[src/rtl/cal_alarm_pkg.sv]
package cal_alarm_pkg;
   localparam int NUM_FIELDS = 7;
   localparam int SEC_W  = 7;
   localparam int MIN_W  = 7;
   localparam int HOUR_W = 6;
   localparam int WDAY_W = 3;
   localparam int DAY_W  = 6;
   localparam int MON_W  = 5;
   localparam int YEAR_W = 8;

   localparam int FIELD_W [NUM_FIELDS] = '{SEC_W, MIN_W, HOUR_W, WDAY_W,
                                           DAY_W, MON_W, YEAR_W};

   // register map: fields occupy 0..NUM_FIELDS-1
   localparam int ADDR_COMMIT = 7;
   localparam int ADDR_IE     = 8;
   localparam int ADDR_STATUS = 9;

   function automatic int field_lsb(int idx);
      int s;
      s = 0;
      for (int k = 0; k < idx; k++) s += FIELD_W[k];
      return s;
   endfunction

   function automatic int cal_bus_w();
      return field_lsb(NUM_FIELDS);
   endfunction

   function automatic int max_field_w();
      int m;
      m = 0;
      for (int k = 0; k < NUM_FIELDS; k++)
         if (FIELD_W[k] > m) m = FIELD_W[k];
      return m;
   endfunction
endpackage

[src/rtl/cal_alarm_slot.sv]
module cal_alarm_slot #(
   parameter int FW     = 7,
   parameter int DATA_W = 16,
   parameter int EN_BIT = 15
) (
   input  logic              clk,
   input  logic              rst_n,
   input  logic              wr_hit,
   input  logic [DATA_W-1:0] wdata,
   input  logic              commit,
   input  logic [FW-1:0]     cal_val,
   output logic [DATA_W-1:0] stg_word,
   output logic              care,
   output logic              hit
);
   logic [FW-1:0] stg_val, act_val;
   logic          stg_en, act_en;

   always_ff @(posedge clk or negedge rst_n) begin
      if (!rst_n) begin
         stg_val <= '0;
         stg_en  <= 1'b0;
      end else if (wr_hit) begin
         stg_val <= wdata[FW-1:0];
         stg_en  <= wdata[EN_BIT];
      end
   end

   always_ff @(posedge clk or negedge rst_n) begin
      if (!rst_n) begin
         act_val <= '0;
         act_en  <= 1'b0;
      end else if (commit) begin
         act_val <= stg_val;
         act_en  <= stg_en;
      end
   end

   always_comb begin
      stg_word            = '0;
      stg_word[FW-1:0]    = stg_val;
      stg_word[EN_BIT]    = stg_en;
   end

   assign care = act_en;
   assign hit  = (act_val == cal_val);

   AST_COMMIT_COPIES: assert property (@(posedge clk) disable iff (!rst_n)
      commit |=> (act_val == $past(stg_val)) && (act_en == $past(stg_en)));
   AST_ACTIVE_HOLDS: assert property (@(posedge clk) disable iff (!rst_n)
      !commit |=> $stable(act_val) && $stable(act_en));
endmodule

[src/rtl/cal_alarm_ctl.sv]
module cal_alarm_ctl #(
   parameter int N = 7
) (
   input  logic         clk,
   input  logic         rst_n,
   input  logic         tick,
   input  logic [N-1:0] care,
   input  logic [N-1:0] hit,
   input  logic         commit,
   input  logic         ie_wr,
   input  logic         ie_val,
   input  logic         clr_req,
   output logic         status,
   output logic         ie,
   output logic         irq
);
   logic match_now, prev_match, set_now;

   always_comb begin
      match_now = |care;
      for (int k = 0; k < N; k++)
         if (care[k] && !hit[k]) match_now = 1'b0;
   end

   assign set_now = tick && match_now && !prev_match;

   always_ff @(posedge clk or negedge rst_n) begin
      if (!rst_n)      prev_match <= 1'b0;
      else if (commit) prev_match <= 1'b0;
      else if (tick)   prev_match <= match_now;
   end

   always_ff @(posedge clk or negedge rst_n) begin
      if (!rst_n)       status <= 1'b0;
      else if (set_now) status <= 1'b1;
      else if (clr_req) status <= 1'b0;
   end

   always_ff @(posedge clk or negedge rst_n) begin
      if (!rst_n)     ie <= 1'b0;
      else if (ie_wr) ie <= ie_val;
   end

   assign irq = status & ie;

   AST_SET_ONLY_ON_TICK: assert property (@(posedge clk) disable iff (!rst_n)
      $rose(status) |-> $past(tick));
   AST_NONE_ENABLED: assert property (@(posedge clk) disable iff (!rst_n)
      (care == '0) && !status |=> !status);
   AST_STICKY: assert property (@(posedge clk) disable iff (!rst_n)
      status && !clr_req |=> status);
   AST_CLEAR_WORKS: assert property (@(posedge clk) disable iff (!rst_n)
      status && clr_req && !set_now |=> !status);
   AST_SET_WINS: assert property (@(posedge clk) disable iff (!rst_n)
      set_now |=> status);
endmodule

[src/rtl/cal_alarm_cmp.sv]
module cal_alarm_cmp
   import cal_alarm_pkg::*;
#(
   parameter int DATA_W   = 16,
   parameter int EN_BIT   = 15,
   parameter int ADDR_W   = 4,
   parameter int CTRL_BIT = 0
) (
   input  logic              clk,
   input  logic              rst_n,
   input  logic              reg_wr,
   input  logic [ADDR_W-1:0] reg_addr,
   input  logic [DATA_W-1:0] reg_wdata,
   input  logic [ADDR_W-1:0] rd_addr,
   output logic [DATA_W-1:0] rd_data,
   input  logic              cal_tick,
   input  logic [SEC_W-1:0]  cal_sec,
   input  logic [MIN_W-1:0]  cal_min,
   input  logic [HOUR_W-1:0] cal_hour,
   input  logic [WDAY_W-1:0] cal_wday,
   input  logic [DAY_W-1:0]  cal_day,
   input  logic [MON_W-1:0]  cal_mon,
   input  logic [YEAR_W-1:0] cal_year,
   output logic              alarm_irq
);
   localparam int CAL_W = cal_bus_w();

   if (EN_BIT >= DATA_W) begin : g_bad_en
      $error("enable bit outside data word");
   end
   if (max_field_w() > EN_BIT) begin : g_bad_field
      $error("field value overlaps enable bit");
   end
   if (CTRL_BIT >= DATA_W) begin : g_bad_ctrl
      $error("control bit outside data word");
   end
   if ((1 << ADDR_W) <= ADDR_STATUS) begin : g_bad_addr
      $error("address too narrow for register map");
   end

   logic [CAL_W-1:0]  cal_bus;
   logic [DATA_W-1:0] stg_words [NUM_FIELDS];
   logic [NUM_FIELDS-1:0] care, hit;
   logic commit_req, ie_wr, clr_req, status, ie;

   assign cal_bus = {cal_year, cal_mon, cal_day, cal_wday, cal_hour, cal_min, cal_sec};

   assign commit_req = reg_wr && (reg_addr == ADDR_W'(ADDR_COMMIT)) && reg_wdata[EN_BIT];
   assign ie_wr      = reg_wr && (reg_addr == ADDR_W'(ADDR_IE));
   assign clr_req    = reg_wr && (reg_addr == ADDR_W'(ADDR_STATUS)) && reg_wdata[CTRL_BIT];

   for (genvar g = 0; g < NUM_FIELDS; g++) begin : g_slot
      localparam int W   = FIELD_W[g];
      localparam int LSB = field_lsb(g);
      logic wr_hit;
      assign wr_hit = reg_wr && (reg_addr == ADDR_W'(g));
      cal_alarm_slot #(.FW(W), .DATA_W(DATA_W), .EN_BIT(EN_BIT)) slot_i (
         .clk      (clk),
         .rst_n    (rst_n),
         .wr_hit   (wr_hit),
         .wdata    (reg_wdata),
         .commit   (commit_req),
         .cal_val  (cal_bus[LSB +: W]),
         .stg_word (stg_words[g]),
         .care     (care[g]),
         .hit      (hit[g])
      );
   end

   cal_alarm_ctl #(.N(NUM_FIELDS)) ctl_i (
      .clk     (clk),
      .rst_n   (rst_n),
      .tick    (cal_tick),
      .care    (care),
      .hit     (hit),
      .commit  (commit_req),
      .ie_wr   (ie_wr),
      .ie_val  (reg_wdata[CTRL_BIT]),
      .clr_req (clr_req),
      .status  (status),
      .ie      (ie),
      .irq     (alarm_irq)
   );

   always_comb begin
      rd_data = '0;
      for (int k = 0; k < NUM_FIELDS; k++)
         if (rd_addr == ADDR_W'(k)) rd_data = stg_words[k];
      if (rd_addr == ADDR_W'(ADDR_IE))     rd_data[CTRL_BIT] = ie;
      if (rd_addr == ADDR_W'(ADDR_STATUS)) rd_data[CTRL_BIT] = status;
   end

   AST_IRQ_NEEDS_STATUS: assert property (@(posedge clk) disable iff (!rst_n)
      alarm_irq |-> (rd_addr != ADDR_W'(ADDR_STATUS)) || rd_data[CTRL_BIT]);
endmodule

[config.mk]
export PLATFORM = sky130hd
export DESIGN_NAME = cal_alarm_cmp
export DESIGN_NICKNAME = d
export VERILOG_FILES = /design/src/rtl/cal_alarm_pkg.sv /design/src/rtl/cal_alarm_slot.sv /design/src/rtl/cal_alarm_ctl.sv /design/src/rtl/cal_alarm_cmp.sv
export SDC_FILE = /design/constraint.sdc
export NUM_CORES = 1
export LEC_CHECK = 0
export BUFFER_PORTS_ARGS = -buffer_cell sky130_fd_sc_hd__buf_2
export CORE_UTILIZATION = 58
export CTS_BUF_LIST = sky130_fd_sc_hd__clkbuf_4 sky130_fd_sc_hd__clkbuf_8
export CTS_CLUSTER_DIAMETER = 50
export DETAILED_ROUTE_END_ITERATION = 7
export PLACE_DENSITY = 0.92
export SLEW_MARGIN = 20
export SYNTH_ARGS = -nofsm -noshare
export SYNTH_HDL_FRONTEND = slang
export SYNTH_SLANG_ARGS = --single-unit
[constraint.sdc]
create_clock -name clk -period 2.1 [get_ports clk]
set_input_delay 0.42 -clock clk [delete_from_list [all_inputs] [get_ports clk]]
set_output_delay 0.42 -clock clk [all_outputs]
set_load 0.02 [all_outputs]
# Yosys cells after proc, flatten, opt, wreduce, memory -nomap -nowiden
# Index checks and enable logic that the tools add are counted.
[totals]
inputBits = 70
output_inout_bits = 17
word_cells = 110
register_bits = 101
[op_classes]
bitwise = 1
mux = 20
reduce_logical = 34
n_eq_ne = 24
[ops]
columns = ["operator", "count"]
rows = [
  ["$mux 16", 7],
  ["$eq 4x3->1 const B", 7],
  ["$logic_and 1x1->1", 21],
  ["$eq 4x2->1 const B", 4],
  ["$eq 4x4->1 const B", 4],
  ["$eq 7x7->1", 2],
  ["$mux 1", 13],
  ["$eq 6x6->1", 2],
  ["$eq 4x1->1 const B", 2],
  ["$eq 8x8->1", 1],
  ["$logic_not 1->1", 8],
  ["$logic_not 4->1", 2],
  ["$reduce_or 7->1", 1],
  ["$eq 5x5->1", 1],
  ["$reduce_bool 2->1", 2],
  ["$eq 3x3->1", 1],
  ["$and 1x1->1", 1],
]

# Logic depth before layout (Yosys ltp)
[depth]
word_depth = 13
depth_mapped = 7

# By module
# From an unflattened synthesis, not the netlist that was laid out.
[hier_totals]
cells_unflattened = 522
area_unflattened_um2 = 6319.8
[modules_own_cells]
columns = ["module", "area_per_inst_um2", "cells_each", "n_inst"]
rows = [
  ["cal_alarm_slot (g_slot[0].slot_i ...)", 754.5, 53, 2],
  ["cal_alarm_slot (g_slot[2].slot_i ...)", 730.7, 49, 2],
  ["cal_alarm_cmp", 1212.4, 161, 1],
  ["cal_alarm_slot (g_slot[6].slot_i)", 893.4, 58, 1],
  ["cal_alarm_slot (g_slot[5].slot_i)", 603.1, 45, 1],
  ["cal_alarm_slot (g_slot[3].slot_i)", 422.9, 34, 1],
  ["cal_alarm_ctl", 217.7, 20, 1],
]

# Worst setup path before layout
# No wires, ideal clock.
[synth_path]
path_type = "input to output"
start = "input port rd_addr[0]"
end = "output port rd_data[3]"
path_stages = 5
arrival_time_ps = 1553
slack_ps = 127
path_cell_list = "buf_2 inv_1 clkbuf_1 a221oi_1 nor3_1"
[synth_between]
elab_chain_len = 8
elab_cells_between_ends = 14
classes_between = "eq/ne (6); mux (7); reduce/logical (1)"
[synth_rtl]
columns = ["item", "line", "rtl"]
rows = [
  ["start, declared", "cal_alarm_cmp.sv:14", "input logic [ADDR_W-1:0] rd_addr,"],
  ["$logic_not 4->1", "cal_alarm_cmp.sv:88", "if (rd_addr == ADDR_W'(k)) rd_data = stg_words[k];"],
  ["$mux 16 (6 in a row)", "cal_alarm_cmp.sv:88", ""],
  ["$mux 16 (*)", "cal_alarm_cmp.sv:88", ""],
  ["end, declared", "cal_alarm_cmp.sv:15", "output logic [DATA_W-1:0] rd_data,"],
]
# Every way passes the cells marked *; elsewhere a longest branch is shown, timed or not.

# Final worst setup path
[layout_path]
start = "register g_slot[0].slot_i.stg_val[1]"
end = "output port rd_data[1]"
[layout_between]
elab_chain_len = 7
[layout_rtl]
columns = ["item", "line", "rtl"]
rows = [
  ["start, declared", "cal_alarm_slot.sv:16", "logic [FW-1:0] stg_val, act_val;"],
  ["start signal, assigned", "cal_alarm_slot.sv:24", "stg_val <= wdata[FW-1:0];"],
  ["$mux 16 (7 in a row)", "cal_alarm_cmp.sv:88", ""],
]
# Every way passes these cells.

==> results.ini <==
[clock_network]
clk_latency_ns=0.37
path_clk_slew_ns=0.10
cts_sinks=101
htreeDepth=3
cts_buffer_depth=2
clk_root_buffer_cell=clkbuf_8
cts_buffers=9
cts_tree=yes

[die]
die_w_um=94.21
rows=33
initial_utilization_pct=60.01
die_h_um=94.21
dieArea_mm2=0.008875
core_area_mm2=0.008217
num_io_pins=87

[synthesis]
synth-edff-count=0
ys_seq_elements=101
ys_top_cells_by_area=dfrtp_1 (51%), mux2_2 (24%), xnor2_1 (5.3%), xor2_1 (2.1%), buf_4 (1.8%)
synth_top_cell_area_share_pct=51.26
syn_avg_cell_area_um2=13.26
async_flop_share_pct=100.0
seq_area_frac_synth_pct=51.26
yosys.area.top_type=dfrtp_1
synth_cell_types=45
synth_area_mm2=0.004931
synth_cells=372
ys.flop_type=dfrtp_1
yosys_warnings=0

[critical_path]
reg2reg_slack_ns=0.46
path_delay_family=compound AO/OA/AOI/OAI gates
arrival_ns=1.83
cp.required_ns=1.68
crit_path_max_incr_delay_ns=0.42
worst_r2r_path_depth=5
end_kind=primary output
path_cells=mux2i_1 -> o21ai_1 -> o2bb2a_4 -> o21ai_2 -> a221o_1 -> buf_6
startpoint_type=flip-flop
cp_slowest_cell=dfrtp_1
rr_startpoint=g_slot[4].slot_i.act_val[5]
rr_endpoint=ctl_i.status
cp_num_buf_inv=1
worstPathMaxFanout=2
crit_path_start=g_slot[0].slot_i.stg_val[1]
setup.worst_path.class=flip-flop to primary output

[global_route]
grt_first_pass_wirelength_um=18000
grt_antenna_before_repair=0
gr-usage-all-layers_pct=27.91
grt_remaining_overflow=0
grt_max_degree=52
first_global_vias=3500

[placed_design]
globalplace.congestion=0.8911
dp_slack_ns=-0.05528
io_buffers=72
place_hpwl_um=8297

[routing]
vias_per_cell=6.023
wl_per_cell_um=20.34
wl_met3_um=815
wl_met1_um=4736
highest_layer=met5
ant_nets=0
drtIter0Drc=340
firstDrtPassIters=4
num_vias=3457
finalWirelength_um=11680
drc=0
wl_met2_um=5718

[sta]
fin_ws_ns=-0.1549
rsz0062_at_grt=true
fin_crit_ns=2.255
hold_viol=0
finalSetupViolations=4
hold_ws_ns=0.2689
slew_violations=0
fmax_mhz=443.5
min_period_over_period_pct=107.4
final.setup_skew_ns=0.01126

[power_and_ir_drop]
powerDensity_mw_per_mm2=872.2
power.leakage_nw=2.656
ir_drop_v=0.0005188

[layout]
layout.nets=534
mostFrequentLayoutCell=mux2_2
layout_common_cells=mux2_2 (104), dfrtp_1 (101), buf_2 (66)
drive_above_1_share_pct=50.32
final_util_pct=70.61
n_antenna_cell=0
area_growth_pct=17.66

[hold_path]
hp-class=primary input to flip-flop
hold-path-endpoint=g_slot[6].slot_i.stg_val[7]
holdPathStages=2
hp-start=reg_wdata[7]

[outcome]
status=finished with violations
violations=negative setup slack

[flow_run]
cap_violations=0

-- metal layers --
layer / global-route usage [%] / vias up
met3: 3.074 / 34
met5: 0 / -
met4: 12.95 / 2
li1: - / 1538
met1: 38.29 / 1734
met2: 44.57 / 149
-- Yosys cell counts (3+ instances only) --
| cell | count |
|---|---|
| a21oi_1 | 3 |
| xnor2_1 | 30 |
| nor2b_1 | 4 |
| dfrtp_1 | 101 |
| nor2_2 | 3 |
| nand2b_1 | 4 |
| o31ai_1 | 4 |
| xor2_1 | 12 |
| a221oi_1 | 6 |
| mux2_2 | 104 |
| o21ai_0 | 9 |
| nor3_1 | 5 |
| nand2_1 | 3 |
| nand4_1 | 10 |
| nand3_1 | 7 |
| buf_2 | 6 |
| buf_4 | 12 |
| nor2_1 | 7 |
-- power by group --
group | internal, mW | switching, mW | leakage (nW)
clock network | 0.450 | 0.693 | 0.0785
logic | 0.679 | 0.510 | 1.29
registers | 2.36 | 0.367 | 1.29
-- registers in the layout, summed over array words and instances, names as in the netlist --
signal,count
ctl_i.status,1
g_slot.slot_i.care,7
g_slot.slot_i.act_val,42
g_slot.slot_i.stg_en,7
g_slot.slot_i.stg_val,42
ctl_i.prev_match,1
ctl_i.ie,1
-- worst max-delay path by stage --
| stage | endpoint | slack (ns) | cells after the start |
|---|---|---|---|
| finish | rd_data[1] | -0.15 | 6 |
| global route | rd_data[1] | -0.21 | 6 |
| CTS | rd_data[2] | -0.17 | 6 |
| detailed placement | rd_data[0] | -0.06 | 7 |
| global placement | rd_data[0] | -0.04 | 7 |
| floorplan | rd_data[3] | 0.13 | 5 |
-- per-stage QoR --
stage | std cells | TNS (ns) | instance area [µm²] | power, mW
after global placement | 554 | -0.1674 | 5493 | 3.767
after global routing | 574 | -0.7380 | 5802 | 5.276
after CTS | 574 | -0.4570 | 5743 | 5.015
after floorplan | 378 | 0 | 4954 | 3.390
after detailed placement | 554 | -0.2240 | 5493 | 3.850
final | 574 | -0.4375 | 5802 | 5.060
-- worst reg2reg max path, delay by kind of cell (launching register included) --
kind	cells	cell delay, ns
compound gates	2	0.66
flops	1	0.41
xor+xnor	1	0.19
simple gates	2	0.28
-- timing repair --
action / CTS / global route
hold endpoints to repair: 28 / 0
resized for setup: 13 / 17
buffers inserted: 3 / 0
setup endpoints to repair: 6 / 7
gates cloned: 0 / 0
hold buffers: 1 / 0
pin swaps: 5 / 6
-- final cells by class --
cell class | count | area [µm²]
Sequential cell | 101 | 2527
Tap cell | 105 | 131.4
Inverter | 2 | 7.507
Clock inverter | 6 | 47.55
Multi-Input combinational cell | 255 | 2357
Timing Repair Buffer | 95 | 599.3
Fill cell | 557 | 2415
Clock buffer | 10 | 131.4
-- kinds of logic after synthesis --
| group | Yosys count | synth area share [%] |
|---|---|---|
| and+or+nand+nor | 60 | 7.663 |
| other | 1 | 0.07605 |
| AOI/OAI and AO/OA | 36 | 5.278 |
| muxes | 110 | 25.53 |
| DFF | 101 | 51.26 |
| xor gates and xnor gates | 42 | 7.460 |
| buffers and inverters | 22 | 2.741 |
Note: power is estimated with default switching activity, not from simulation.
